## src/rtl/lfr_pkg.sv

```systemverilog
package lfr_pkg;

    typedef enum logic [1:0] {
        ST_ADDR = 2'd0,
        ST_CTRL = 2'd1,
        ST_LEN  = 2'd2,
        ST_BODY = 2'd3
    } rx_state_e;

    typedef enum logic [1:0] {
        FK_INFO = 2'd0,
        FK_REJ  = 2'd1,
        FK_RES  = 2'd2,
        FK_UNK  = 2'd3
    } frame_kind_e;

    typedef struct packed {
        rx_state_e   st;
        logic [7:0]  ctrl;
        logic [7:0]  len;
        logic [7:0]  cnt;
        logic [7:0]  sum;
        logic        ok;
        logic        err;
        frame_kind_e kind;
        logic [2:0]  ns;
        logic [2:0]  nr;
        logic [7:0]  olen;
    } parse_state_t;

    typedef struct packed {
        logic       active;
        logic [7:0] idx;
        logic [7:0] last;
    } replay_state_t;

endpackage

```

## src/rtl/lfr_bitrev.sv

```systemverilog
module lfr_bitrev #(
    parameter int W = 8
) (
    input  logic [W-1:0] din,
    output logic [W-1:0] dout
);
    for (genvar i = 0; i < W; i++) begin : g_mirror
        assign dout[i] = din[W-1-i];
    end
endmodule

```

## src/rtl/lfr_ctrl_decode.sv

```systemverilog
module lfr_ctrl_decode
    import lfr_pkg::*;
(
    input  logic [7:0]  ctrl,
    output frame_kind_e kind,
    output logic [2:0]  ns,
    output logic [2:0]  nr
);
    always_comb begin
        kind = FK_UNK;
        ns   = 3'd0;
        nr   = 3'd0;
        if ((ctrl & 8'h11) == 8'h00) begin
            kind = FK_INFO;
            ns   = ctrl[3:1];
            nr   = ctrl[7:5];
        end else if ((ctrl & 8'h1F) == 8'h09) begin
            kind = FK_REJ;
            nr   = ctrl[7:5];
        end else if (ctrl == 8'hEF) begin
            kind = FK_RES;
        end
    end
endmodule

```

## src/rtl/lfr_replay_buf.sv

```systemverilog
module lfr_replay_buf
    import lfr_pkg::*;
#(
    parameter int MAX_LEN = 255,
    localparam int IDX_W  = (MAX_LEN < 2) ? 1 : $clog2(MAX_LEN),
    localparam int DEPTH  = 1 << IDX_W
) (
    input  logic             clk,
    input  logic             rst_n,
    input  logic             wr_en,
    input  logic [IDX_W-1:0] wr_idx,
    input  logic [7:0]       wr_data,
    input  logic             start,
    input  logic [7:0]       start_len,
    output logic             out_valid,
    output logic [7:0]       out_data,
    output logic             out_sop,
    output logic             out_eop
);
    logic [7:0]    mem [DEPTH];
    replay_state_t rp_d, rp_q;

    always_ff @(posedge clk) begin
        if (wr_en) mem[wr_idx] <= wr_data;
    end

    always_comb begin
        rp_d = rp_q;
        if (start && start_len != 8'd0) begin
            rp_d.active = 1'b1;
            rp_d.idx    = 8'd0;
            rp_d.last   = start_len - 8'd1;
        end else if (rp_q.active) begin
            if (rp_q.idx == rp_q.last) rp_d.active = 1'b0;
            else                       rp_d.idx    = rp_q.idx + 8'd1;
        end
    end

    always_ff @(posedge clk or negedge rst_n) begin
        if (!rst_n) rp_q <= '0;
        else        rp_q <= rp_d;
    end

    assign out_valid = rp_q.active;
    assign out_data  = rp_q.active ? mem[rp_q.idx[IDX_W-1:0]] : 8'd0;
    assign out_sop   = rp_q.active && (rp_q.idx == 8'd0);
    assign out_eop   = rp_q.active && (rp_q.idx == rp_q.last);


    replay_contig_chk: assert property (@(posedge clk) disable iff (!rst_n)
        (out_valid && !out_eop) |=> out_valid);
endmodule

```

## src/rtl/lfr_frame_rx.sv

```systemverilog
module lfr_frame_rx
    import lfr_pkg::*;
#(
    parameter int MAX_LEN = 255,
    localparam int IDX_W  = (MAX_LEN < 2) ? 1 : $clog2(MAX_LEN),
    localparam logic [8:0] LIM = 9'(MAX_LEN)
) (
    input  logic       clk,
    input  logic       rst_n,
    input  logic       in_valid,
    input  logic [7:0] in_byte,
    input  logic       inverse_en,
    input  logic       timeout,
    output logic       frm_ok,
    output logic       frm_err,
    output logic [1:0] frm_kind,
    output logic [2:0] frm_ns,
    output logic [2:0] frm_nr,
    output logic [7:0] frm_len,
    output logic       out_valid,
    output logic [7:0] out_data,
    output logic       out_sop,
    output logic       out_eop
);
    parse_state_t     ps_d, ps_q;
    logic [7:0]       mirrored;
    logic [7:0]       b;
    frame_kind_e      dec_kind;
    logic [2:0]       dec_ns, dec_nr;
    logic             wr_en;
    logic [IDX_W-1:0] wr_idx;
    logic             start;

    lfr_bitrev #(.W(8)) u_rev (.din(in_byte), .dout(mirrored));
    assign b = inverse_en ? mirrored : in_byte;

    lfr_ctrl_decode u_dec (
        .ctrl(ps_q.ctrl), .kind(dec_kind), .ns(dec_ns), .nr(dec_nr)
    );

    always_comb begin
        ps_d     = ps_q;
        ps_d.ok  = 1'b0;
        ps_d.err = 1'b0;
        wr_en    = 1'b0;
        wr_idx   = ps_q.cnt[IDX_W-1:0];
        start    = 1'b0;
        if (timeout) begin
            ps_d.st = ST_ADDR;
        end else if (in_valid) begin
            unique case (ps_q.st)
                ST_ADDR: begin
                    if (b[7:4] == 4'd1 || b[3:0] == 4'd1) begin
                        ps_d.sum = b;
                        ps_d.st  = ST_CTRL;
                    end
                end
                ST_CTRL: begin
                    ps_d.ctrl = b;
                    ps_d.sum  = ps_q.sum ^ b;
                    ps_d.st   = ST_LEN;
                end
                ST_LEN: begin
                    ps_d.len = b;
                    ps_d.cnt = 8'd0;
                    ps_d.sum = ps_q.sum ^ b;
                    ps_d.st  = ST_BODY;
                end
                ST_BODY: begin
                    if (ps_q.cnt != ps_q.len) begin
                        wr_en    = ({1'b0, ps_q.cnt} < LIM);
                        ps_d.cnt = ps_q.cnt + 8'd1;
                        ps_d.sum = ps_q.sum ^ b;
                    end else begin
                        ps_d.st = ST_ADDR;
                        if ((ps_q.sum ^ b) == 8'd0 && {1'b0, ps_q.len} <= LIM) begin
                            ps_d.ok   = 1'b1;
                            ps_d.kind = dec_kind;
                            ps_d.ns   = dec_ns;
                            ps_d.nr   = dec_nr;
                            ps_d.olen = ps_q.len;
                            start     = 1'b1;
                        end else begin
                            ps_d.err = 1'b1;
                        end
                    end
                end
                default: ps_d.st = ST_ADDR;
            endcase
        end
    end

    always_ff @(posedge clk or negedge rst_n) begin
        if (!rst_n) ps_q <= '0;
        else        ps_q <= ps_d;
    end

    lfr_replay_buf #(.MAX_LEN(MAX_LEN)) u_buf (
        .clk(clk), .rst_n(rst_n),
        .wr_en(wr_en), .wr_idx(wr_idx), .wr_data(b),
        .start(start), .start_len(ps_q.len),
        .out_valid(out_valid), .out_data(out_data),
        .out_sop(out_sop), .out_eop(out_eop)
    );

    assign frm_ok   = ps_q.ok;
    assign frm_err  = ps_q.err;
    assign frm_kind = ps_q.kind;
    assign frm_ns   = ps_q.ns;
    assign frm_nr   = ps_q.nr;
    assign frm_len  = ps_q.olen;


    timeout_to_addr_chk: assert property (@(posedge clk) disable iff (!rst_n)
        timeout |=> (ps_q.st == ST_ADDR));

    ok_err_excl_chk: assert property (@(posedge clk) disable iff (!rst_n)
        !(frm_ok && frm_err));

    replay_start_chk: assert property (@(posedge clk) disable iff (!rst_n)
        $rose(out_valid) |-> frm_ok);

    empty_frame_chk: assert property (@(posedge clk) disable iff (!rst_n)
        (frm_ok && frm_len == 8'd0) |-> !out_valid);

    replay_overlap_chk: assert property (@(posedge clk) disable iff (!rst_n)
        frm_ok |-> $past(!out_valid || out_eop));
endmodule

```

## config.mk

```make
export PLATFORM = sky130hd
export DESIGN_NAME = lfr_frame_rx
export DESIGN_NICKNAME = d
export VERILOG_FILES = /design/src/rtl/lfr_pkg.sv /design/src/rtl/lfr_bitrev.sv /design/src/rtl/lfr_ctrl_decode.sv /design/src/rtl/lfr_replay_buf.sv /design/src/rtl/lfr_frame_rx.sv
export SDC_FILE = /design/constraint.sdc
export NUM_CORES = 2
export LEC_CHECK = 0
export BUFFER_PORTS_ARGS = -buffer_cell sky130_fd_sc_hd__clkbuf_2
export CAP_MARGIN = 20
export CORE_ASPECT_RATIO = 0.75
export CORE_MARGIN = 3
export CORE_UTILIZATION = 51
export CTS_CLUSTER_SIZE = 28
export DETAILED_ROUTE_END_ITERATION = 7
export HOLD_SLACK_MARGIN = 0.1
export PLACE_DENSITY_LB_ADDON = 0.3
export REMOVE_ABC_BUFFERS = 1
export SLEW_MARGIN = 20
export SYNTH_ARGS = -nofsm -noshare
export SYNTH_HDL_FRONTEND = slang
export SYNTH_SLANG_ARGS = --single-unit
export TNS_END_PERCENT = 1
```

## constraint.sdc

```tcl
create_clock -name clk -period 2.4 [get_ports clk]
set_input_delay 0.12 -clock clk [delete_from_list [all_inputs] [get_ports clk]]
set_output_delay 0.12 -clock clk [all_outputs]
set_load 0.01 [all_outputs]
```

Word-level counts from Yosys, hierarchy flattened
Memories as Yosys holds them, arrays and structs flattened. Index checks and enable logic that the tools add are counted.

Register bits: 69. Bits in latches: 0. Memory bits (writable): 2048. Memory bits (read-only): 0. Input bits: 13. Output and inout port bits: 29. Word-level logic and storage cells: 95. Memories: 1.

Memory list: u_buf.mem (words 256, width 8, rd ports 1, clocked after Yosys merged registers in 0, wr ports 1, RTL line lfr_replay_buf.sv:20) `logic [7:0] mem [DEPTH];`.

Add/subtract/negate cells: 3. Multiply operators: 0. Divide/modulo/power cells: 0. $lt $le $gt $ge: 1. Equal/unequal tests: 14. Shift-type cells: 0. Multiplexer cells: 39. Bitwise logic cells: 3. Reductions and logical operators: 20.

Operators with widths (count): 2-to-1 mux 18 bit (3); 2-to-1 mux 52 bit (1); 2-to-1 mux 8 bit (6); 2-to-1 mux 16 bit (2); logical NOT 8 bit (3); case mux 8 bit (3 select lines) (1); 2-to-1 mux 9 bit (2); adder 8 x 1 -> 8 bit, second input constant (2); case mux 8 bit (2 select lines) (1); 2-to-1 mux 1 bit (14); 2-to-1 mux 2 bit (5); 2-to-1 mux 3 bit (3); AND reduction 3 bit (3); == test 4 x 1 -> 1 bit, second input constant (2); == test 8 bit (1); == test 8 bit, second input constant (1); less-than comparator 8 bit, second input constant (1); inequality test 8 bit (1); case mux 2 bit (4 select lines) (1); AND reduction 4 bit (2); nonzero test 8 bit (1); subtractor 8 x 1 -> 8 bit, second input constant (1); XOR 8 bit (1); inequality test 3 bit, second input constant (2); other kinds (13) (20).

Logic depth before layout (Yosys ltp)
Depth in word-level cells: 11. Depth in mapped cells: 13. Depth with buffers taken out: 7.

Hierarchy
Synthesis repeated with hierarchy kept, for this count alone.

Cell total of the unflattened synthesis: 4388. Area, all modules: 84313.4 um^2.

Modules (own cells, without submodules): lfr_replay_buf (instances 1, cells an instance 4078, area an instance 81247.9 um^2, sequential area each 61924.4 um^2); lfr_frame_rx (instances 1, cells an instance 289, area an instance 2906.5 um^2, sequential area each 1301.2 um^2); lfr_ctrl_decode (instances 1, cells an instance 13, area an instance 98.8 um^2, sequential area each 0.0 um^2); lfr_bitrev (instances 1, cells an instance 8, area an instance 60.1 um^2, sequential area each 0.0 um^2).

Worst setup path before layout
OpenSTA, ideal clock, no wires.

Path kind: input to register. From: in inverse_en. To: reg ps_q[18] (netlist name). Library setup time: 136 ps. Arrival time: 4466 ps. Required time: 2264 ps. Path slack: -2202 ps. Stages: 9. Buffers on the path: 2. Cells stage by stage: buf_6 mux2i_1 inv_1 nand4_1 nand3_1 and3_1 clkbuf_1 o21ai_0 a22o_1.

Cells in the longest elaborated chain, start to end: 5. Elaborated cells on any way between the ends: 10. Those cells by class: 3 x eq/ne; 4 x mux; 1 x bitwise; 2 x reduce/logical.

Ends and longest elaborated chain: from (decl) (RTL line lfr_frame_rx.sv:12) `input logic inverse_en,`; 2-to-1 mux 8 bit * (RTL line lfr_frame_rx.sv:35) `assign b = inverse_en ? mirrored : in_byte;`; net b[0] (RTL line lfr_frame_rx.sv:27) `logic [7:0] b;`; == test 4 x 1 -> 1 bit (RTL line lfr_frame_rx.sv:53) `if (b[7:4] == 4'd1 || b[3:0] == 4'd1) begin`; logical OR 1 bit (RTL line lfr_frame_rx.sv:53); inequality test 2 bit (no source line); AND reduction 4 bit (no source line); to (signal assigned) (RTL line lfr_frame_rx.sv:95) `else ps_q <= ps_d;`; to (decl) (RTL line lfr_frame_rx.sv:25) `parse_state_t ps_d, ps_q;`.

Mark *: on every way through the listed nets, which the timed path passes. The rest lies on a longest branch. The select of a mux whose other input is x is not followed. A chain may end at the register's enable or synchronous reset.

Worst setup path after layout
From: reg u_buf.rp_q[8] (netlist name). To: out out_data[5].

Cells in the longest elaborated chain, start to end: 2.

Ends and longest elaborated chain: from (decl) (RTL line lfr_replay_buf.sv:21) `replay_state_t rp_d, rp_q;`; from (signal assigned) (RTL line lfr_replay_buf.sv:41) `else rp_q <= rp_d;`; memory read (256 x 8 bit); 2-to-1 mux 8 bit (RTL line lfr_replay_buf.sv:45) `assign out_data = rp_q.active ? mem[rp_q.idx[IDX_W-1:0]] : 8'd0;`; to (decl) (RTL line lfr_frame_rx.sv:21) `output logic [7:0] out_data,`.

Every way passes these cells.

==> flow_summary_export.csv <==
group,metric,value,unit
global_routing,grt_overflow,0,
worst_setup_path,required,2.28,ns
synth,syn_area,0.08337,mm^2
hold_path,hold_class,"input port to flop",
floorplanning,core,0.1611,mm^2
floorplanning,chipHeight,356.2,um
timing,tightest_slew,1.125,ns
worst_setup_path,cp-start-kind,"flop",
timing,final.period_utilization,172.0,%
clocking,cts_buffers,190,
worst_setup_path,path_delay_family,"multiplexers",
floorplanning,fp.dieW,472.9,um
worst_setup_path,cp_cell_sequence,"buf_12, buf_16, buf_8, mux4_2, mux4_2, mux2i_4, buf_6, o32ai_2, or3_4, o31a_1, buf_2",
routing,drtIter0Drc,7142,
synth,postSynthCellCount,3966,
global_routing,antenna_found_initial,7,
place,place.gp.congestion,0.9142,
outcome,failed_checks,"setup timing",
routing,ant_nets,0,
timing,period_needed,4.129,ns
routing,via_per_inst,6.335,
timing,tns,-14.49,ns
synth,yosysWarningCount,0,
worst_setup_path,crit_top_cell,"mux4_2",
place,port_buffers,41,
finish,syn2layout_area_growth,21.05,%
finish,fillCellCount,10830,
floorplanning,start_util,51.74,%
synth,synth_cell_type_count,70,
global_routing,grt_max_degree,193,
pwr,power,0.07982,W
timing,final_hold_viol_count,0,
worst_setup_path,path_max_fanout,7,
floorplanning,dieArea,0.1684,mm^2
pwr,powerDensity,790.8,mW/mm^2
routing,drt-pass1-iter-count,6,
job,maxCapViolations,0,
synth,ys_seq_area_share,75.83,%
routing,routed_wl,227.0,mm
worst_setup_path,slowest_stage,"mux4_2",
clocking,clock-sinks,2117,
clocking,cts-htree-levels,4,
finish,stdcell_area,0.1009,mm^2
finish,drive_above_1_share,38.79,%
clocking,cts_tree,"done",
clocking,clk_pin_slew,0.07,ns
place,dp_hpwl,149.3,mm
timing,whs,0.1353,ns
routing,vias,45690,
place,place_area,0.09323,mm^2
synth,avgSynthCellArea,21.02,um^2
clocking,cts_root_buffer,"clkbuf_16",
synth,synth-edff-count,2048,
worst_setup_path,slowest_delay,0.53,ns
timing,fmax,242.2,MHz
finish,fin_nets,4944,
pwr,irDropWorstVdd,0.7961,mV
worst_setup_path,crit_buf_inv,5,
routing,wire_per_inst,31.47,um
global_routing,grt_pass1_vias,44420,
floorplanning,ios,42,
timing,fin_ws,-1.729,ns
floorplanning,fp-row-count,127,
clocking,cts_buffer_depth,3,
timing,finalMaxSlewViolations,0,
timing,slew_headroom,25.02,%
timing,rsz0062_at_grt,"true",
worst_setup_path,arrival,4.01,ns
global_routing,track_usage,27.16,%
finish,diodes,0,
global_routing,grt_pass1_wl,326.3,mm
synth,synth-seq-cells,2117,
worst_setup_path,crit_type,"flop to output pin",
pwr,p_leak,34.29,nW
timing,setup_viol,13,
synth,ys_async_sr_fraction,3.259,%
routing,drcViolationCount,0,
outcome,status,"finished with violations",
timing,finClkSkew,0.02626,ns
worst_setup_path,critPathCaptureType,"output pin",
synth,synthFlopType,"edfxtp_1",
clocking,worstSkewPairLatency,0.84,ns
-- final timing paths --
path                       slack, ns                       from                         end  cells after the start
max                            -1.73  u_buf.rp_q[8]$_DFFE_PN0P_                 out_data[5]                     11
min                             0.14                 in_byte[0]        ps_q[49]$_DFFE_PN0P_                      4
max reg2reg                    -0.03  u_buf.rp_q[8]$_DFFE_PN0P_  u_buf.rp_q[14]$_DFFE_PN0P_                     12
min reg2reg                     0.49      frm_nr[2]$_DFFE_PN0P_       frm_nr[2]$_DFFE_PN0P_                      2
max in group asynchronous       0.68                      rst_n       frm_ns[1]$_DFFE_PN0P_                      4
min in group asynchronous       0.41                      rst_n        ps_q[49]$_DFFE_PN0P_                      4
-- registers in the layout, summed over array words and instances (netlist names) --
| register | cells |
|---|---|
| frm_nr | 3 |
| frm_err | 1 |
| u_buf.out_valid | 1 |
| frm_len | 8 |
| frm_ok | 1 |
| frm_ns | 3 |
| u_buf.rp_q | 16 |
| frm_kind | 2 |
| ps_q | 26 |
| wr_idx | 8 |
| u_buf.mem | 2048 |
-- worst reg2reg max path: cells and delay by family, from the launching register on --
family | cells | cell delay, ns
buffers and inverters | 6 | 1.07
flip-flops | 1 | 0.50
AND/OR/NAND/NOR | 3 | 0.38
XOR/XNOR | 2 | 0.32
AO/OA/AOI/OAI | 1 | 0.07
-- cells in the final DEF (no fill, tap or decap), drive strengths merged, types with 36 or more instances in the layout --
cell	netlist	layout
edfxtp	2048	2048
buf	143	941
mux4	551	551
nor2	304	304
clkbuf	101	261
nand2	125	125
mux2i	121	121
clkinv	1	96
o21ai	71	71
dfrtp	69	69
a21oi	40	40
mux2	36	36
-- synthesized netlist by cell type, drive strengths merged (8+ instances only) --
cell type / count / area, um^2
xnor2: 18 / 157.7
nor3: 13 / 65.06
mux2: 36 / 405.4
ha: 13 / 162.7
a22oi: 15 / 112.6
inv: 22 / 82.58
a21oi: 40 / 204.0
clkbuf: 101 / 379.1
mux4: 551 / 12410
edfxtp: 2048 / 61500
o211ai: 9 / 67.56
a211oi: 26 / 195.2
nor2: 304 / 1141
a22o: 14 / 122.6
a32oi: 8 / 70.07
o221ai: 8 / 70.07
nor2b: 22 / 137.6
o22ai: 26 / 162.7
a31oi: 10 / 77.57
mux2i: 121 / 1227
o21ai: 71 / 355.3
and2: 9 / 56.30
xor2: 17 / 148.9
nand3: 23 / 115.1
nand4: 11 / 68.82
nand2: 125 / 469.2
dfrtp: 69 / 1727
buf: 143 / 952.2
-- layout make-up --
cell class                 count  area (um^2)  area share (%)
tap                         2128         2663           2.638
sequential                  2117        63240           62.66
timing repair buffer         997         9464           9.377
clock buffer                 228         4960           4.914
multi-input combinational   1589        19330           19.15
inverter                      23        148.9          0.1475
clock inverter               130         1116           1.106
-- cell families after synthesis --
logic type	count (synthesis)	share of synthesized area, %
AO/OA/AOI/OAI	272	2.187
XOR/XNOR	35	0.3677
adder cells (fa/ha/maj)	13	0.1951
buffers and inverters	267	1.700
flip-flops	2117	75.83
multiplexers	708	16.84
other	1	0.004498
AND/OR/NAND/NOR	553	2.869
-- metrics by stage --
step	cells	worst slack, ns	util [%]
final	7212	-1.729	62.64
after global placement	6787	-1.389	57.86
after CTS	7188	-1.808	62.22
after detailed placement	6787	-1.326	57.86
after floorplan	3729	-20.43	-
after global routing	7212	-1.816	62.64
-- metal layers --
metal | vias up | GRT usage (%) | part of all wire [%]
met2 | 2963 | 38.91 | 45
met3 | 338 | 6.953 | 13
met1 | 24050 | 41.58 | 40
met5 | - | 0 | 0
li1 | 18340 | - | -
met4 | 0 | 8.092 | 2.8
-- power by group --
group / internal (W) / switching [W] / leakage, nW
combinational: 0.00394 / 0.00482 / 12.1
sequential: 0.0409 / 0.000141 / 19.2
clock: 0.0164 / 0.0136 / 2.96
-- timing repair --
action	CTS	global route
pin swaps	15	23
hold endpoints to repair	194	0
gates cloned	5	1
hold buffers	21	0
gates resized for setup	92	147
endpoints found under the setup margin	822	1545
setup buffers	17	29
No activity file was read; power rests on OpenSTA's default activity.
